## src/rtl/tas_pkg.sv

```systemverilog
package tas_pkg;
  localparam int NREQ = 2;

  typedef enum logic {
    OP_TAS   = 1'b0,
    OP_STORE = 1'b1
  } tas_op_e;
endpackage

```

## src/rtl/tas_window_decode.sv

```systemverilog
module tas_window_decode #(
  parameter int AW   = 32,
  parameter int IDXW = 4
) (
  input  logic            valid,
  input  logic [AW-1:0]   addr,
  output logic            hit,
  output logic [IDXW-1:0] idx,
  output logic            pass
);
  localparam int TAGW = AW - IDXW;

  logic [TAGW-1:0] tag;

  always_comb begin
    tag  = addr[AW-1:IDXW];
    hit  = valid && (&tag);
    idx  = addr[IDXW-1:0];
    pass = valid && !(&tag);
  end
endmodule

```

## src/rtl/tas_pair_arbiter.sv

```systemverilog
module tas_pair_arbiter (
  input  logic       clk,
  input  logic       rst_n,
  input  logic [1:0] req,
  output logic [1:0] gnt
);
  logic last_win;
  logic prio1;
  logic both;

  always_comb begin
    both   = req[0] && req[1];
    prio1  = !last_win;
    gnt[0] = req[0] && !(req[1] && prio1);
    gnt[1] = req[1] && !(req[0] && !prio1);
  end

  always_ff @(posedge clk) begin
    if (!rst_n) begin
      last_win <= 1'b1;
    end else if (both) begin
      last_win <= gnt[1];
    end
  end

  AST_GNT_ONEHOT: assert property (@(posedge clk) disable iff (!rst_n)
    $onehot0(gnt));
  AST_GNT_ONLY_REQ: assert property (@(posedge clk) disable iff (!rst_n)
    (gnt & ~req) == 2'b00);
  AST_CONTEND_SERVED: assert property (@(posedge clk) disable iff (!rst_n)
    both |-> $countones(gnt) == 1);
  AST_ALTERNATE: assert property (@(posedge clk) disable iff (!rst_n)
    ($past(rst_n) && both && $past(both && gnt[0])) |-> gnt[1]);
endmodule

```

## src/rtl/tas_lock_bank.sv

```systemverilog
module tas_lock_bank #(
  parameter int NLOCK = 16,
  parameter int DW    = 32,
  localparam int IDXW = $clog2(NLOCK)
) (
  input  logic            clk,
  input  logic            rst_n,
  input  logic            wr_en,
  input  logic [IDXW-1:0] idx,
  input  logic [DW-1:0]   wr_data,
  output logic [DW-1:0]   rd_data
);
  logic [NLOCK-1:0][DW-1:0] words;

  always_comb rd_data = words[idx];

  always_ff @(posedge clk) begin
    if (!rst_n) begin
      for (int i = 0; i < NLOCK; i++) words[i] <= '0;
    end else if (wr_en) begin
      words[idx] <= wr_data;
    end
  end
endmodule

```

## src/rtl/tas_lock_unit.sv

```systemverilog
module tas_lock_unit
  import tas_pkg::*;
#(
  parameter int AW    = 32,
  parameter int DW    = 32,
  parameter int NLOCK = 16,
  localparam int IDXW = $clog2(NLOCK)
) (
  input  logic                     clk,
  input  logic                     rst_n,
  input  logic [NREQ-1:0]          rq_valid,
  input  logic [NREQ-1:0]          rq_we,
  input  logic [NREQ-1:0][AW-1:0]  rq_addr,
  input  logic [NREQ-1:0][DW-1:0]  rq_wdata,
  output logic [NREQ-1:0]          rq_ready,
  output logic [NREQ-1:0][DW-1:0]  rsp_data,
  output logic [NREQ-1:0]          rsp_busy,
  output logic [NREQ-1:0]          mem_pass
);
  logic [NREQ-1:0]            hit;
  logic [NREQ-1:0][IDXW-1:0]  idx;
  logic [NREQ-1:0]            pend;
  logic [NREQ-1:0]            blocked;
  logic [NREQ-1:0]            elig;
  logic [NREQ-1:0]            gnt;
  logic [NREQ-1:0][DW-1:0]    old_q;
  logic                       sel;
  logic                       any_gnt;
  logic [IDXW-1:0]            g_idx;
  logic [DW-1:0]              g_wdata;
  logic [DW-1:0]              bank_rd;
  tas_op_e                    g_op;

  for (genvar p = 0; p < NREQ; p++) begin : g_port
    localparam int Q = NREQ - 1 - p;

    tas_window_decode #(.AW(AW), .IDXW(IDXW)) u_dec (
      .valid (rq_valid[p]),
      .addr  (rq_addr[p]),
      .hit   (hit[p]),
      .idx   (idx[p]),
      .pass  (mem_pass[p])
    );

    always_comb begin
      blocked[p]  = pend[Q] && (idx[Q] == idx[p]);
      elig[p]     = hit[p] && !pend[p] && !blocked[p];
      rq_ready[p] = pend[p] || (gnt[p] && rq_we[p]);
      rsp_data[p] = old_q[p];
      rsp_busy[p] = pend[p] && (old_q[p] != '0);
    end

    always_ff @(posedge clk) begin
      if (!rst_n) begin
        pend[p]  <= 1'b0;
        old_q[p] <= '0;
      end else begin
        pend[p] <= gnt[p] && !rq_we[p];
        if (gnt[p] && !rq_we[p]) old_q[p] <= bank_rd;
      end
    end

    AST_TAS_ONE_STALL: assert property (@(posedge clk) disable iff (!rst_n)
      (gnt[p] && !rq_we[p]) |=> rq_ready[p]);
    AST_TAS_NOT_FIRST: assert property (@(posedge clk) disable iff (!rst_n)
      (rq_ready[p] && !rq_we[p]) |-> ($past(rst_n) && $past(gnt[p])));
    AST_PASS_NO_READY: assert property (@(posedge clk) disable iff (!rst_n)
      mem_pass[p] |-> !rq_ready[p]);
    AST_BUSY_IN_RESP: assert property (@(posedge clk) disable iff (!rst_n)
      rsp_busy[p] |-> (rq_ready[p] && !rq_we[p]));
    AST_HOLD_OFF: assert property (@(posedge clk) disable iff (!rst_n)
      (pend[Q] && hit[p] && (idx[p] == idx[Q])) |-> !gnt[p]);
    AST_REQ_HOLD: assert property (@(posedge clk) disable iff (!rst_n)
      (hit[p] && !rq_ready[p]) |=> (rq_valid[p] && $stable(rq_addr[p])));
  end

  tas_pair_arbiter u_arb (
    .clk   (clk),
    .rst_n (rst_n),
    .req   (elig),
    .gnt   (gnt)
  );

  always_comb begin
    sel     = gnt[1];
    any_gnt = |gnt;
    g_idx   = idx[sel];
    g_op    = rq_we[sel] ? OP_STORE : OP_TAS;
    g_wdata = (g_op == OP_STORE) ? rq_wdata[sel] : DW'(1);
  end

  tas_lock_bank #(.NLOCK(NLOCK), .DW(DW)) u_bank (
    .clk     (clk),
    .rst_n   (rst_n),
    .wr_en   (any_gnt),
    .idx     (g_idx),
    .wr_data (g_wdata),
    .rd_data (bank_rd)
  );

  AST_ONE_ACCESS: assert property (@(posedge clk) disable iff (!rst_n)
    $onehot0(gnt));
endmodule

```

## config.mk

```make
export PLATFORM = sky130hd
export DESIGN_NAME = tas_lock_unit
export DESIGN_NICKNAME = d
export VERILOG_FILES = /design/src/rtl/tas_pkg.sv /design/src/rtl/tas_window_decode.sv /design/src/rtl/tas_pair_arbiter.sv /design/src/rtl/tas_lock_bank.sv /design/src/rtl/tas_lock_unit.sv
export SDC_FILE = /design/constraint.sdc
export NUM_CORES = 1
export LEC_CHECK = 0
export ABC_CLOCK_PERIOD_IN_PS = 3000
export CAP_MARGIN = 20
export CORE_UTILIZATION = 45
export CTS_CLUSTER_DIAMETER = 200
export DETAILED_ROUTE_END_ITERATION = 10
export MAX_ROUTING_LAYER = met4
export SYNTH_ARGS = -nofsm -noshare
export SYNTH_HDL_FRONTEND = slang
export SYNTH_SLANG_ARGS = --single-unit
```

## constraint.sdc

```tcl
create_clock -name clk -period 3 [get_ports clk]
set_clock_uncertainty 0.15 [all_clocks]
set_input_delay 0.45 -clock clk [delete_from_list [all_inputs] [get_ports clk]]
set_output_delay 0.45 -clock clk [all_outputs]
set_load 0.03 [all_outputs]
```

==> Word level (Yosys, flattened, before mapping) <==
Cells that the tools add are included.
{ "op_classes": {"addsub": 0, "multipliers": 0, "div_mod_pow": 0, "magnitude_cmp": 3, "eq_ne": 2, "shifts": 0, "mux": 13, "n_bitwise": 0, "reduce_logical": 40} }
{ "op_table": {"columns": ["op", "count"], "rows": [
  ["$bwmux 512", 1],
  ["$mux 32", 5],
  ["$bmux 32 s4", 1],
  ["$demux 32 s4", 1],
  ["$reduce_bool 32->1", 2],
  ["$reduce_and 28->1", 2],
  ["$logic_and 1x1->1", 22],
  ["$logic_not 1->1", 11],
  ["$eq 4x4->1", 2],
  ["$mux 4", 2],
  ["$lt 4x5->1 const B", 1],
  ["$ge 4x1->1 const B", 1],
  ["$mux 1", 3],
  ["$logic_or 1x1->1", 2],
  ["$lt 1x2->1 const B", 1],
  ["$reduce_or 2->1", 1]
]} }
{ "word_totals": {"regBits": 579, "latchBits": 0, "ramBits": 0, "mem_bits_ro": 0, "input_bits": 134, "mem_count": 0} }

==> Depth between registers and ports, before layout <==
Gate-level depths: netlist (run 1).
{ "depth": {"word_depth": 14, "depth_mapped": 10} }

==> By module <==
Synthesis (run 1) repeated with hierarchy kept, for this count alone.
{ "hier_totals": {"hier_cells": 3123, "hier_area_um2": 28160.8} }
{ "modules_own_cells": {"columns": ["module", "n_inst", "cells_per_inst", "area_per_inst_um2"], "rows": [
  ["tas_lock_bank", 1, 2690, 24643.6],
  ["tas_lock_unit", 1, 396, 3248.1],
  ["tas_window_decode", 2, 15, 105.1],
  ["tas_pair_arbiter", 1, 7, 58.8]
]} }

==> Least setup slack after synthesis (run 1) <==
No wires, ideal clock.
{ "synth_path": {"path_kind": "input-to-output", "startpoint": "input port rq_addr[33] in the netlist's numbering", "endpoint": "output port rq_ready[1]", "t_arrival_ns": 2.202, "required_ns": 2.400, "slack_ns": 0.198, "cell_stages": 7, "path_buffers": 2, "path_cell_list": "buf_4 xnor2_2 nand4_4 o2111ai_2 buf_2 nand2_1 o21ai_0"} }
{ "synth_between": {"elab_chain_len": 9, "word_cells_on_any_way": 13, "classes_between": "eq/ne: 2; reduce/logical: 11"} }
{ "synth_lines": {"columns": ["item", "line_no", "text"], "rows": [
  ["from (decl)", "tas_lock_unit.sv:13", "input logic [NREQ-1:0][AW-1:0] rq_addr,"],
  ["$eq 4x4->1", "tas_lock_unit.sv:46", "blocked[p] = pend[Q] && (idx[Q] == idx[p]);"],
  ["$logic_and 1x1->1", "tas_lock_unit.sv:46", null],
  ["$logic_not 1->1", "tas_lock_unit.sv:47", "elig[p] = hit[p] && !pend[p] && !blocked[p];"],
  ["$logic_and 1x1->1", "tas_lock_unit.sv:47", null],
  ["$logic_and 1x1->1", "tas_pair_arbiter.sv:15", "gnt[1] = req[1] && !(req[0] && !prio1);"],
  ["$logic_not 1->1", "tas_pair_arbiter.sv:15", null],
  ["$logic_and 1x1->1 (*)", "tas_pair_arbiter.sv:15", null],
  ["$logic_and 1x1->1 (*)", "tas_lock_unit.sv:48", "rq_ready[p] = pend[p] || (gnt[p] && rq_we[p]);"],
  ["$logic_or 1x1->1 (*)", "tas_lock_unit.sv:48", null],
  ["to (decl)", "tas_lock_unit.sv:15", "output logic [NREQ-1:0] rq_ready,"]
]} }
Mark *: on every way between the ends. The rest lies on a longest branch, timed or not.

==> Worst setup path in the final report (run 1) <==
{ "layout_path": {"startpoint": "input port rq_addr[45] in the netlist's numbering", "endpoint": "output port rq_ready[0]"} }
{ "layout_between": {"elab_chain_len": 9} }
{ "layout_lines": {"columns": ["item", "line_no", "text"], "rows": [
  ["$reduce_and 28->1", "tas_window_decode.sv:17", "hit = valid && (&tag);"],
  ["$logic_and 1x1->1", "tas_window_decode.sv:17", null],
  ["$logic_and 1x1->1 (2 in series)", "tas_lock_unit.sv:47", null],
  ["$logic_and 1x1->1", "tas_pair_arbiter.sv:14", "gnt[0] = req[0] && !(req[1] && prio1);"],
  ["$logic_not 1->1", "tas_pair_arbiter.sv:14", null],
  ["$logic_and 1x1->1", "tas_pair_arbiter.sv:14", null],
  ["$logic_and 1x1->1", "tas_lock_unit.sv:48", null],
  ["$logic_or 1x1->1", "tas_lock_unit.sv:48", null]
]} }
No other way between the ends.

==> out/results.txt, run 1 <==
Largest net degree at the start of global routing = 140
Std-Cell Rows = 95
Fin cells = 3789
CTS root buf = clkbuf_16
Total global routing overflow = 0
Core ar. = 67200 sq um
Final min period = 2940 ps
Final Cycle Share = 98.2%
Most frequent cells in the layout = nand2_1 (592), dfxtp_1 (579), mux2i_1 (576)
Wire per inst = 24.7 um
Asr flop ratio synth = 0%
Status = finished, final reports clean
Actual slew at the worst max-slew pin = 730 ps
Power, Total = 16200 uW
Worst vdd rail ir drop = 0.522 mV
WL final = 93.8 mm
Initial DRC Count = 1880
HP Class = input port to flip-flop
Hold buffers post-CTS = 0
RR Startpoint = pend[1]$_SDFF_PN0_
RSZ-0062 raised after global routing = true
H-tree depth = 2
Cell chain of the critical path = clkdlybuf4s50_1 > nand4_1 > nor4_4 > buf_4 > o2111ai_4 > buf_12 > o211ai_1 > nand2_1 > buf_6
Synth Instances = 2684
N_diodes = 0
Synth top area cells = dfxtp_1 (38%), mux4_2 (24%), mux2i_1 (19%), nand2_1 (7.3%), buf_4 (1.5%)
Slew HR = 51.2%
Worst r2r dst = rsp_data[21]$_SDFFE_PN0P_
DRT Pass-1 Iters = 6
Setup crit start kind = input port
DIE HEIGHT = 263 um
Cell taking the most area after synthesis = dfxtp_1
Synthesized area per cell = 11.4 sq um
FF+latch count, synth = 579
Max Freq = 340 MHz
Syn nets = 2818
Synth unique cells = 42
Cell Pwr Density = 441 nW/um^2
Crit-path max FO = 21
YS warnings = 0
Clk buf depth = 3
Area growth from synthesis to layout = 20.5%
CP Class = input port to output pin
Share of layout cells above drive strength 1 = 23.4%
Min-delay src = rst_n
Reg clk slew, reported paths = 60 ps
Max-Cap Viols = 0
CTS sink cnt = 579
Inst Count DP = 3679
CTS Buf Count = 60
Antenna violations before repair = 0
Gpl congestion = 0.837
Post-Route Utilization = 54.9%
Post-synth top area share = 37.9%
Routed vias/inst = 5.98
Hold worst-path end = rsp_data[10]$_SDFFE_PN0P_
Number of global-route vias before repair = 23314
Initial core utilization = 45.6%
Critical path required time = 2400 ps
Commonest non-fill, non-tap cell in the layout = nand2_1
Fill count = 5615
Crit path arrival time = 2340 ps
Crit path capture type = output pin
EDFF count, synth = 0
Gr usage total = 27.9%
Max Transition Viols Final = 0
Cell area after synthesis = 30600 sq um
Smallest hold slack = 67.7 ps
Hold path depth = 3
Antenna-violating nets left = 0
Final setup fails = 0
Leakage = 0.0157 uW
IO Pins = 204
First-pass GRT wire length = 144 mm
HPWL after DPL = 60.8 mm
Port Buffers = 203
Slowest CP cell = clkdlybuf4s50_1
CTS tree = yes
Fin nets = 3004
Via Count = 22667
# DRC = 0
Main synth FF type = dfxtp_1
Worst R2R Setup Slack = 490 ps
Die width = 263 um
Register area share after synthesis = 37.9%
R2r worst-path depth = 8
Clk Latency, worst-skew pair = 640 ps
Slowest Stage Delay on Critical Path = 470 ps
Fin. Hold Viols = 0
Die Area = 69000 sq um
flip-flops by register name, summed over array words and instances (netlist names):
| register | flops |
|---|---|
| u_arb.last_win | 1 |
| u_bank.words | 512 |
| rsp_data | 64 |
| pend | 2 |
power breakdown:
part,internal (uW),switching (uW)
Clock,4250,3140
Combinational,503,658
Sequential,7690,0.00000225
Total,12400,3800
routing by layer:
| metal | share of wire (%) | vias up | routed length [um] | GRT usage, % |
|---|---|---|---|---|
| met5 | 0 | - | 0 | - |
| met4 | 2.5 | 0 | 2390 | 7.77 |
| met3 | 5.7 | 163 | 5350 | 4.14 |
| met2 | 49 | 719 | 46100 | 46.0 |
| met1 | 43 | 11583 | 39900 | 35.7 |
| li1 | - | 10202 | - | - |
cell usage after synthesis (all sizes together) (5+ instances only):
cell / count
nor4: 20
dfxtp: 579
nand2: 593
nor3: 49
o2111ai: 5
mux4: 320
clkbuf: 108
a21oi: 80
buf: 160
mux2i: 576
nor2: 8
o21ai: 82
nor2b: 43
nand3: 12
nand4: 26
final cells by class:
class | count | area (sq um) | share of cell area (%)
Clock buffer | 97 | 1800 | 4.88
Clock inverter | 11 | 138 | 0.373
Tap cell | 873 | 1090 | 2.96
Timing Repair Buffer | 392 | 4600 | 12.5
Sequential cell | 579 | 11600 | 31.4
Multi-Input combinational cell | 1833 | 17600 | 47.8
Inverter | 4 | 15.0 | 0.0407
stage by stage:
stage / worst slack (ps) / setup TNS (ps) / cell area, sq um
after global routing: -22.2 / -22.2 / 36900
after detailed placement: -361 / -39370 / 34800
final: 55.1 / 0 / 36900
after CTS: 4.51 / 0 / 36900
after global placement: -363 / -24680 / 34800
after floorplan: 198 / 0 / 30600
critical path: cells and delay by family:
family	cells	cell delay [ps]
buf+inv	4	990
simple gates	3	570
compound gates	2	320
kinds of logic (layout without fill, tap and decap cells):
kind of cell | count (synthesis) | count (layout) | synth area share, %
DFF | 579 | 579 | 37.9
and+or+nand+nor | 755 | 755 | 10.5
xor gates and xnor gates | 4 | 4 | 0.164
AOI/OAI and AO/OA | 178 | 178 | 3.95
muxes | 896 | 896 | 42.4
buffers and inverters | 272 | 504 | 5.05
repair_timing:
action	in CTS	in global routing
resized for setup	16	5
endpoints found under the setup margin	4	3
buffers inserted	2	1
pin swaps	4	3
worst max-delay path by stage:
stage	from	endpoint	slack, ps	cells past startpoint
3_5_place_dp	rq_addr[44]	rsp_data[20]$_SDFFE_PN0P_	-360	9
3_3_place_gp	rq_addr[44]	rsp_data[21]$_SDFFE_PN0P_	-360	9
6_report	rq_addr[45]	rq_ready[0]	60	9
2_1_floorplan	rq_addr[33]	rq_ready[1]	200	7
5_1_grt	rq_addr[45]	rq_ready[0]	-20	9
4_1_cts	rsp_data[6]$_SDFFE_PN0P_	rsp_busy[0]	5	6
Power figures use the tool's default switching activity.
==> inputs of run 2 (changes only) <==
- GPL_ROUTABILITY_DRIVEN: unset -> 0
==> results of run 2 <==
No change in the layout: final DEF, timing and power equal those of run 1.
